[src/rtl/lyr_trig_pkg.sv]
package lyr_trig_pkg;
  typedef enum logic {
    REQ_FOLLOW  = 1'b0,
    REQ_ONESHOT = 1'b1
  } req_mode_e;
endpackage

[src/rtl/lyr_sync.sv]
module lyr_sync #(
  parameter int STAGES = 2
) (
  input  logic clk,
  input  logic rst_n,
  input  logic d,
  output logic q
);
  logic [STAGES-1:0] ff_q;
  logic [STAGES-1:0] ff_d;

  generate
    if (STAGES > 1) begin : g_chain
      assign ff_d = {ff_q[STAGES-2:0], d};
    end else begin : g_single
      assign ff_d = d;
    end
  endgenerate

  always_ff @(posedge clk or negedge rst_n) begin
    if (!rst_n) ff_q <= '0;
    else        ff_q <= ff_d;
  end

  assign q = ff_q[STAGES-1];
endmodule

[src/rtl/lyr_req_gen.sv]
module lyr_req_gen
  import lyr_trig_pkg::*;
#(
  parameter int LEN_W = 8
) (
  input  logic             clk,
  input  logic             rst_n,
  input  logic             or_s,
  input  req_mode_e        mode,
  input  logic [LEN_W-1:0] pulse_len,
  output logic             trig_req
);
  logic             or_d_q;
  logic             busy_q, busy_d;
  logic [LEN_W-1:0] cnt_q, cnt_d;
  logic             rise;
  logic             upd_en;

  assign rise = or_s & ~or_d_q;

  always_comb begin
    busy_d = busy_q;
    cnt_d  = cnt_q;
    if (busy_q) begin
      cnt_d = cnt_q - 1'b1;
      if (cnt_q == LEN_W'(1)) busy_d = 1'b0;
    end else if (mode == REQ_ONESHOT && rise && pulse_len != '0) begin
      busy_d = 1'b1;
      cnt_d  = pulse_len;
    end
  end

  assign upd_en = busy_q | rise;

  always_ff @(posedge clk or negedge rst_n) begin
    if (!rst_n) begin
      or_d_q <= 1'b0;
      busy_q <= 1'b0;
      cnt_q  <= '0;
    end else begin
      or_d_q <= or_s;
      if (upd_en) begin
        busy_q <= busy_d;
        cnt_q  <= cnt_d;
      end
    end
  end

  assign trig_req = (mode == REQ_ONESHOT) ? busy_q : or_s;
endmodule

[src/rtl/lyr_tot_meas.sv]
module lyr_tot_meas #(
  parameter int CNT_W     = 10,
  parameter int TOT_LIMIT = 1000,
  parameter int PTR_W     = 1
) (
  input  logic             clk,
  input  logic             rst_n,
  input  logic             or_s,
  input  logic             start,
  input  logic [PTR_W-1:0] start_slot,
  output logic             fin_en,
  output logic [PTR_W-1:0] fin_slot,
  output logic [CNT_W-1:0] fin_cnt
);
  localparam logic [CNT_W-1:0] LIMIT_C = CNT_W'(TOT_LIMIT);

  logic             run_q, run_d;
  logic [CNT_W-1:0] cnt_q, cnt_d;
  logic [PTR_W-1:0] slot_q, slot_d;
  logic             upd_en;

  always_comb begin
    run_d  = run_q;
    cnt_d  = cnt_q;
    slot_d = slot_q;
    fin_en = 1'b0;
    if (run_q) begin
      if (start) begin
        fin_en = 1'b1;
      end else if (or_s && cnt_q < LIMIT_C) begin
        cnt_d = cnt_q + 1'b1;
      end else begin
        fin_en = 1'b1;
        run_d  = 1'b0;
      end
    end
    if (start) begin
      run_d  = 1'b1;
      cnt_d  = '0;
      slot_d = start_slot;
    end
  end

  assign upd_en = run_q | start;

  always_ff @(posedge clk or negedge rst_n) begin
    if (!rst_n) begin
      run_q  <= 1'b0;
      cnt_q  <= '0;
      slot_q <= '0;
    end else if (upd_en) begin
      run_q  <= run_d;
      cnt_q  <= cnt_d;
      slot_q <= slot_d;
    end
  end

  assign fin_slot = slot_q;
  assign fin_cnt  = cnt_q;
endmodule

[src/rtl/lyr_tot_slots.sv]
module lyr_tot_slots #(
  parameter int CNT_W = 10,
  parameter int NSLOT = 2,
  parameter int PTR_W = 1
) (
  input  logic                   clk,
  input  logic                   rst_n,
  input  logic                   ack,
  input  logic                   release_req,
  input  logic                   fin_en,
  input  logic [PTR_W-1:0]       fin_slot,
  input  logic [CNT_W-1:0]       fin_cnt,
  output logic                   alloc,
  output logic [PTR_W-1:0]       alloc_slot,
  output logic [NSLOT*CNT_W-1:0] cnt_flat,
  output logic [NSLOT-1:0]       rdy,
  output logic [NSLOT-1:0]       resv,
  output logic [PTR_W-1:0]       head,
  output logic                   ovf
);
  logic [NSLOT-1:0] resv_q, resv_d;
  logic [NSLOT-1:0] rdy_q, rdy_d;
  logic [PTR_W-1:0] wr_q, wr_d, rd_q, rd_d;
  logic             ovf_q, ovf_d;
  logic             drop;
  logic             ptr_en;

  function automatic logic [PTR_W-1:0] ptr_inc(input logic [PTR_W-1:0] p);
    return (p == PTR_W'(NSLOT-1)) ? '0 : p + 1'b1;
  endfunction

  assign alloc      = ack & ~resv_q[wr_q];
  assign alloc_slot = wr_q;
  assign drop       = release_req & rdy_q[rd_q];

  always_comb begin
    resv_d = resv_q;
    rdy_d  = rdy_q;
    wr_d   = wr_q;
    rd_d   = rd_q;
    ovf_d  = ovf_q | (ack & resv_q[wr_q]);
    if (alloc) begin
      resv_d[wr_q] = 1'b1;
      wr_d         = ptr_inc(wr_q);
    end
    if (drop) begin
      resv_d[rd_q] = 1'b0;
      rdy_d[rd_q]  = 1'b0;
      rd_d         = ptr_inc(rd_q);
    end
    if (fin_en) rdy_d[fin_slot] = 1'b1;
  end

  assign ptr_en = alloc | drop | fin_en | ack;

  always_ff @(posedge clk or negedge rst_n) begin
    if (!rst_n) begin
      resv_q <= '0;
      rdy_q  <= '0;
      wr_q   <= '0;
      rd_q   <= '0;
      ovf_q  <= 1'b0;
    end else if (ptr_en) begin
      resv_q <= resv_d;
      rdy_q  <= rdy_d;
      wr_q   <= wr_d;
      rd_q   <= rd_d;
      ovf_q  <= ovf_d;
    end
  end

  generate
    for (genvar i = 0; i < NSLOT; i++) begin : g_slot
      logic [CNT_W-1:0] val_q;
      logic             wr_en;
      assign wr_en = fin_en && (fin_slot == PTR_W'(i));
      always_ff @(posedge clk or negedge rst_n) begin
        if (!rst_n)     val_q <= '0;
        else if (wr_en) val_q <= fin_cnt;
      end
      assign cnt_flat[i*CNT_W +: CNT_W] = val_q;
    end
  endgenerate

  assign rdy  = rdy_q;
  assign resv = resv_q;
  assign head = rd_q;
  assign ovf  = ovf_q;
endmodule

[src/rtl/lyr_trig_tot.sv]
module lyr_trig_tot
  import lyr_trig_pkg::*;
#(
  parameter int LEN_W       = 8,
  parameter int CNT_W       = 10,
  parameter int TOT_LIMIT   = 1000,
  parameter int NSLOT       = 2,
  parameter int SYNC_STAGES = 2,
  localparam int PTR_W      = (NSLOT > 1) ? $clog2(NSLOT) : 1
) (
  input  logic                   clk,
  input  logic                   rst_n,
  input  logic                   layer_or,
  input  logic                   trig_ack,
  input  logic                   mode_sel,
  input  logic [LEN_W-1:0]       pulse_len,
  input  logic                   slot_release,
  output logic                   trig_req,
  output logic [NSLOT*CNT_W-1:0] tot_cnt,
  output logic [NSLOT-1:0]       tot_rdy,
  output logic [PTR_W-1:0]       tot_head,
  output logic                   tot_ovf
);
  logic [1:0]       rst_ff_q;
  logic             rst_core_n;
  logic             or_s;
  logic             alloc;
  logic [PTR_W-1:0] alloc_slot;
  logic             fin_en;
  logic [PTR_W-1:0] fin_slot;
  logic [CNT_W-1:0] fin_cnt;
  logic [NSLOT-1:0] slot_resv;

  always_ff @(posedge clk or negedge rst_n) begin
    if (!rst_n) rst_ff_q <= '0;
    else        rst_ff_q <= {rst_ff_q[0], 1'b1};
  end
  assign rst_core_n = rst_ff_q[1];

  lyr_sync #(.STAGES(SYNC_STAGES)) u_sync (
    .clk   (clk),
    .rst_n (rst_core_n),
    .d     (layer_or),
    .q     (or_s)
  );

  lyr_req_gen #(.LEN_W(LEN_W)) u_req (
    .clk       (clk),
    .rst_n     (rst_core_n),
    .or_s      (or_s),
    .mode      (req_mode_e'(mode_sel)),
    .pulse_len (pulse_len),
    .trig_req  (trig_req)
  );

  lyr_tot_meas #(.CNT_W(CNT_W), .TOT_LIMIT(TOT_LIMIT), .PTR_W(PTR_W)) u_meas (
    .clk        (clk),
    .rst_n      (rst_core_n),
    .or_s       (or_s),
    .start      (alloc),
    .start_slot (alloc_slot),
    .fin_en     (fin_en),
    .fin_slot   (fin_slot),
    .fin_cnt    (fin_cnt)
  );

  lyr_tot_slots #(.CNT_W(CNT_W), .NSLOT(NSLOT), .PTR_W(PTR_W)) u_slots (
    .clk         (clk),
    .rst_n       (rst_core_n),
    .ack         (trig_ack),
    .release_req (slot_release),
    .fin_en      (fin_en),
    .fin_slot    (fin_slot),
    .fin_cnt     (fin_cnt),
    .alloc       (alloc),
    .alloc_slot  (alloc_slot),
    .cnt_flat    (tot_cnt),
    .rdy         (tot_rdy),
    .resv        (slot_resv),
    .head        (tot_head),
    .ovf         (tot_ovf)
  );
endmodule

[config.mk]
export PLATFORM = sky130hd
export DESIGN_NAME = lyr_trig_tot
export DESIGN_NICKNAME = d
export VERILOG_FILES = /design/src/rtl/lyr_trig_pkg.sv /design/src/rtl/lyr_sync.sv /design/src/rtl/lyr_req_gen.sv /design/src/rtl/lyr_tot_meas.sv /design/src/rtl/lyr_tot_slots.sv /design/src/rtl/lyr_trig_tot.sv
export SDC_FILE = /design/constraint.sdc
export NUM_CORES = 1
export LEC_CHECK = 0
export CAP_MARGIN = 40
export CORE_MARGIN = 1.5
export CORE_UTILIZATION = 45
export DETAILED_ROUTE_END_ITERATION = 12
export DONT_BUFFER_PORTS = 1
export SLEW_MARGIN = 0
export SYNTH_ARGS = -nofsm -noshare
export SYNTH_HDL_FRONTEND = slang
export SYNTH_SLANG_ARGS = --single-unit
[constraint.sdc]
create_clock -name clk -period 1.8 [get_ports clk]
set_input_delay 0.45 -clock clk [delete_from_list [all_inputs] [get_ports clk]]
set_output_delay 0.45 -clock clk [all_outputs]
set_load 0.005 [all_outputs]
==> results_dict.tcl, run 1 <==
set metrics [dict create \
    grt.total_usage_pct 17.1 \
    synth.area.top_cells "dfrtp_1 56%, mux2_4 5.7%, mux2_2 5.7%" \
    hp-class "input port to flop" \
    clock_skew_ps 11.2 \
    num_vias 1580 \
    nets 225 \
    place.gp.congestion 0.828 \
    endpoint "u_slots.g_slot[1].val_q[9]" \
    io_buffer_count 0 \
    synth.most_common_cell "dfrtp_1" \
    antenna_found_initial 0 \
    status "finished clean" \
    r2r_start "u_slots.alloc_slot" \
    yosysTopAreaCell "dfrtp_1" \
    arrival_ps 1890 \
    ys_ff_latch 53 \
    area_growth_syn_to_layout_pct 11.3 \
    num_io_pins 39 \
    ys_seq_area_share_pct 55.6 \
    core_area_sq_um 5110 \
    worst_hold_slack_ps 169 \
    postCtsSetupRepairBufs 0 \
    p_leak_nw 1.15 \
    grt_max_degree 36 \
    grt_setup_unrepaired "no" \
    post-place-ws_ps 75.2 \
    clk_path_buf_depth 2 \
    grt-ovfl-total 0 \
    fin_ws_ps 102 \
    startpoint "u_slots.alloc_slot" \
    initial_utilization_pct 46.7 \
    cts-htree-levels 2 \
    pwr_density_cell_nw_per_um2 974 \
    avgViaCountPerCell 5.66 \
    synthArstFlopShare_pct 100 \
    slew_violations 0 \
    numCtsBuffers 5 \
    rows 26 \
    fin_crit_sh_pct 94.3 \
    final_layout_size_suffix_gt1_share_pct 22.0 \
    grt_pass1_vias 1557 \
    ys.flop_type "dfrtp_1" \
    finalHoldViolCount 0 \
    yosysUniqueCellTypes 47 \
    drt_iter0_drc 86 \
    syn_area_sq_um 2380 \
    wl_per_cell_microns 16.0 \
    ys_warn_count 0 \
    cts_resized 0 \
    synth_top_area_share_pct 55.6 \
    dieWidth_microns 75.8 \
    reg2reg_slack_ps 100 \
    finalSetupViolCount 0 \
    rr_worst_depth 4 \
    path_clk_slew_ps 90 \
    die-area_sq_um 5740 \
    cts_sinks 53 \
    design_area_sq_um 2650 \
    synth_common_cells "53 x dfrtp_1, 15 x a21oi_1, 14 x nand2_1" \
    synthesis.nets 212 \
    insertedDiodeCount 0 \
    clockRootBuffer "clkbuf_8" \
    maxCapViolCount 0 \
    postPlaceCellArea_sq_um 2530 \
    die_h_microns 75.8 \
    fin_setup_tns_ps 0 \
    synth_edf_count 0 \
    cts_hold_buf 1 \
    cts_tree "done" \
    required_ps 1990 \
    synth_cells 195 \
    wl_mm 4.47 \
    drt-pass1-iter-count 4 \
    clk_latency_ps 300 \
    hpwl_mm 3.28 \
    post-route-drc-count 0 \
    hold_start "layer_or" \
    max_freq_mhz 589 \
    start_kind "flop" \
    postLayoutCoreUtil_pct 51.9 \
    end_kind "flop" \
    r2r_end "u_slots.g_slot[1].val_q[9]" \
    synth.avg_cell_area_sq_um 12.2 \
    grt_pass1_wl_mm 7.43 \
    cp_max_fo 11 \
    path_class "flop to flop" \
    fin_crit_ps 1700 \
    ant_nets 0 \
    vdd_drop_max_mv 0.372 \
]
==> critical path: stages (launching register included) <==
cell and delay, ps:
dfrtp_1 400, mux2i_1 240, and2_4 240, o211a_4 340, mux2_2 370
==> cells by family (layout without fill, tap and decap cells) <==
group / Yosys count / count (layout) / share of synthesized area, %
AND/OR/NAND/NOR: 47 / 47 / 11.0
multiplexers: 22 / 22 / 11.8
flip-flops: 53 / 53 / 55.6
buffers and inverters: 13 / 27 / 2.83
adder cells (fa/ha/maj): 3 / 3 / 1.57
AO/OA/AOI/OAI: 49 / 49 / 14.5
other: 1 / 1 / 0.157
XOR/XNOR: 7 / 7 / 2.57
==> placed cells by master (no fill, tap or decap), types with 3 or more instances in the layout <==
cell type / count
or4_1: 4
mux2_4: 9
a221oi_1: 5
xor2_1: 3
a21oi_1: 15
nor2_1: 6
xnor2_1: 4
o21ai_0: 4
or3_1: 3
o211ai_1: 6
nor3_1: 3
nand2_1: 14
ha_1: 3
clkbuf_8: 6
mux2_2: 12
inv_1: 7
dfrtp_1: 52
buf_4: 10
==> routing by layer <==
metal	global-route usage (%)	vias to the layer above	routed length [microns]
li1	-	745	-
met1	22.6	783	2020
met2	27.5	48	2180
met3	5.29	4	253
met4	4.56	0	29
met5	0	-	0
==> state kept, by name, indices dropped and copies added, names as in the netlist <==
signal	cells
u_slots.ovf	1
u_sync.ff_q	2
u_meas.fin_slot	1
rst_ff_q	2
u_req.or_d_q	1
u_meas.run_q	1
u_req.busy_q	1
u_slots.rdy	2
u_meas.fin_cnt	10
u_slots.alloc_slot	1
u_slots.resv	2
u_slots.head	1
u_slots.g_slot.val_q	20
u_req.cnt_q	8
==> power breakdown <==
group	internal (mW)	switching (mW)	leakage [nW]
logic	0.160	0.155	0.496
clock network	0.454	0.367	0.0585
registers	1.29	0.156	0.600
==> per-stage QoR <==
stage / total power [mW] / instances
final: 2.58 / 279
after global routing: 2.72 / 279
after CTS: 2.60 / 279
after detailed placement: 1.78 / 270
after global placement: 1.75 / 270
after floorplan: 1.68 / 195
==> worst min path at each step <==
stage,to,slack [ps],cells past startpoint
2_1_floorplan,rst_ff_q[0],150,0
3_3_place_gp,rst_ff_q[0],150,0
3_5_place_dp,rst_ff_q[0],150,0
4_1_cts,u_sync.ff_q[0],160,0
5_1_grt,u_sync.ff_q[0],150,0
6_report,u_sync.ff_q[0],170,0
==> final cells by class <==
cell class	instances	area [sq um]
inverter	7	26.3
multi-input combinational	129	990
sequential	53	1330
clock buffer	7	86.3
tap	70	87.6
fill	469	2450
timing repair buffer	12	105
clock inverter	1	30.0
No activity file was read; power rests on OpenSTA's default activity.
==> run 2, diff against run 1 <==
==> constraint.sdc (replaced) <==
create_clock -name clk -period 2.2 [get_ports clk]
set_input_delay 0.55 -clock clk [delete_from_list [all_inputs] [get_ports clk]]
set_output_delay 0.55 -clock clk [all_outputs]
set_load 0.005 [all_outputs]
==> results_dict.tcl, run 2 (synthesis gave the netlist of run 1 again) <==
set metrics [dict create \
    clock_skew_ps 8.06 \
    slew_headroom_pct 60.2 \
    p_total_mw 2.09 \
    area_growth_syn_to_layout_pct 8.56 \
    fin_crit_ps 1810 \
    num_io_pins 39 \
    grt_setup_unrepaired "no" \
    grt_pass1_wl_mm 7.00 \
    insertedDiodeCount 0 \
    fin_setup_tns_ps 0 \
    reg2reg_slack_ps 390 \
    drt_iter0_drc 53 \
    cts_sinks 53 \
    numCtsBuffers 5 \
    grt.total_usage_pct 16.5 \
    grt-ovfl-total 0 \
    hp-class "flop to async pin" \
    hpwl_mm 3.17 \
    path_class "flop to flop" \
    r2r_start "u_meas.fin_cnt[6]" \
    grt_max_degree 23 \
    initial_utilization_pct 46.7 \
    nets 218 \
    postLayoutCoreUtil_pct 50.7 \
    antenna_found_initial 0 \
    wl_per_cell_microns 15.7 \
    cts_tree "done" \
    arrival_ps 2010 \
    vdd_drop_max_mv 0.389 \
    required_ps 2390 \
    top_register "u_slots.g_slot.val_q" \
    largest_reg_flops 20 \
    design_area_sq_um 2590 \
    tightest_slew_ps 589 \
    end_kind "flop" \
    finalSetupViolCount 0 \
    dieWidth_microns 75.8 \
    final_common_cell "dfrtp_1" \
    maxCapViolCount 0 \
    cp_max_fo 11 \
    clk_latency_ps 300 \
    fillCellCount 472 \
    cts-htree-levels 2 \
    clockRootBuffer "clkbuf_8" \
    rr_worst_depth 4 \
    drt-pass1-iter-count 4 \
    status "finished clean" \
    pwr_density_cell_nw_per_um2 806 \
    start_kind "flop" \
    die_h_microns 75.8 \
    cts_hold_buf 1 \
    io_buffer_count 0 \
    slew_violations 0 \
    fin_crit_sh_pct 82.4 \
    clk_path_buf_depth 2 \
    die-area_sq_um 5740 \
    ant_nets 0 \
    avgViaCountPerCell 5.60 \
    postCtsSetupRepairBufs 0 \
    path_clk_slew_ps 90 \
    core_area_sq_um 5110 \
    postPlaceCellArea_sq_um 2460 \
    max_freq_mhz 552 \
    r2r_end "u_slots.g_slot[1].val_q[9]" \
    grt_pass1_vias 1484 \
    p_leak_nw 1.12 \
    place.gp.congestion 0.769 \
    wl_mm 4.28 \
    post-route-drc-count 0 \
    finalHoldViolCount 0 \
    final_layout_size_suffix_gt1_share_pct 19.3 \
    layout_common_cells "52 x dfrtp_1, 15 x a21oi_1, 14 x nand2_1" \
    num_vias 1522 \
    cts_resized 0 \
    rows 26 \
]
-- run 2: per-stage QoR --
stage | setup WS, ps | hold WS (ps) | std cells
finish | 388 | 173 | 272
detailed placement | 346 | 182 | 263
floorplan | 478 | 254 | 195
global placement | 401 | 172 | 263
global route | 291 | 211 | 272
CTS | 383 | 191 | 272
-- run 2: how the worst max path moves through the flow --
stage	startpoint	end	depth (start not counted)	slack (ps)
after global placement	pulse_len[2]	u_req.cnt_q[6]	4	400
after CTS	u_meas.fin_cnt[5]	u_slots.g_slot[1].val_q[9]	4	380
after global routing	u_meas.fin_cnt[4]	u_meas.fin_cnt[8]	4	290
after floorplan	pulse_len[2]	u_req.cnt_q[6]	4	480
after detailed placement	pulse_len[2]	u_req.cnt_q[6]	4	350
final	u_meas.fin_cnt[6]	u_slots.g_slot[1].val_q[9]	4	390
-- run 2: final cells by class --
class	count	area (sq um)	share of cell area [%]
flip-flops and latches	53	1330	51.3
multi-input cells	129	990	38.2
well taps	70	87.6	3.38
clock buffers	7	86.3	3.34
repair buffers	5	40.0	1.55
clock inverters	1	30.0	1.16
inverters	7	26.3	1.02
-- run 2: critical path: stages, from the launching register on --
cell and delay (ps):
dfrtp_1 470, nand4_2 230, o21ai_1 290, o211a_4 340
mux2_2 370
-- run 2: metal layers --
layer | track usage (%) | routed length, microns
met4 | 4.17 | 35
met5 | 0 | 0
met1 | 21.2 | 1960
met3 | 5.82 | 210
met2 | 26.8 | 2080
-- run 2: where the power goes --
part / internal, mW / leakage [nW] / switching [mW] / total, mW
clock: 0.371 / 0.0585 / 0.293 / 0.663
combinational: 0.125 / 0.459 / 0.117 / 0.242
sequential: 1.06 / 0.600 / 0.122 / 1.18
total: 1.55 / 1.12 / 0.532 / 2.09
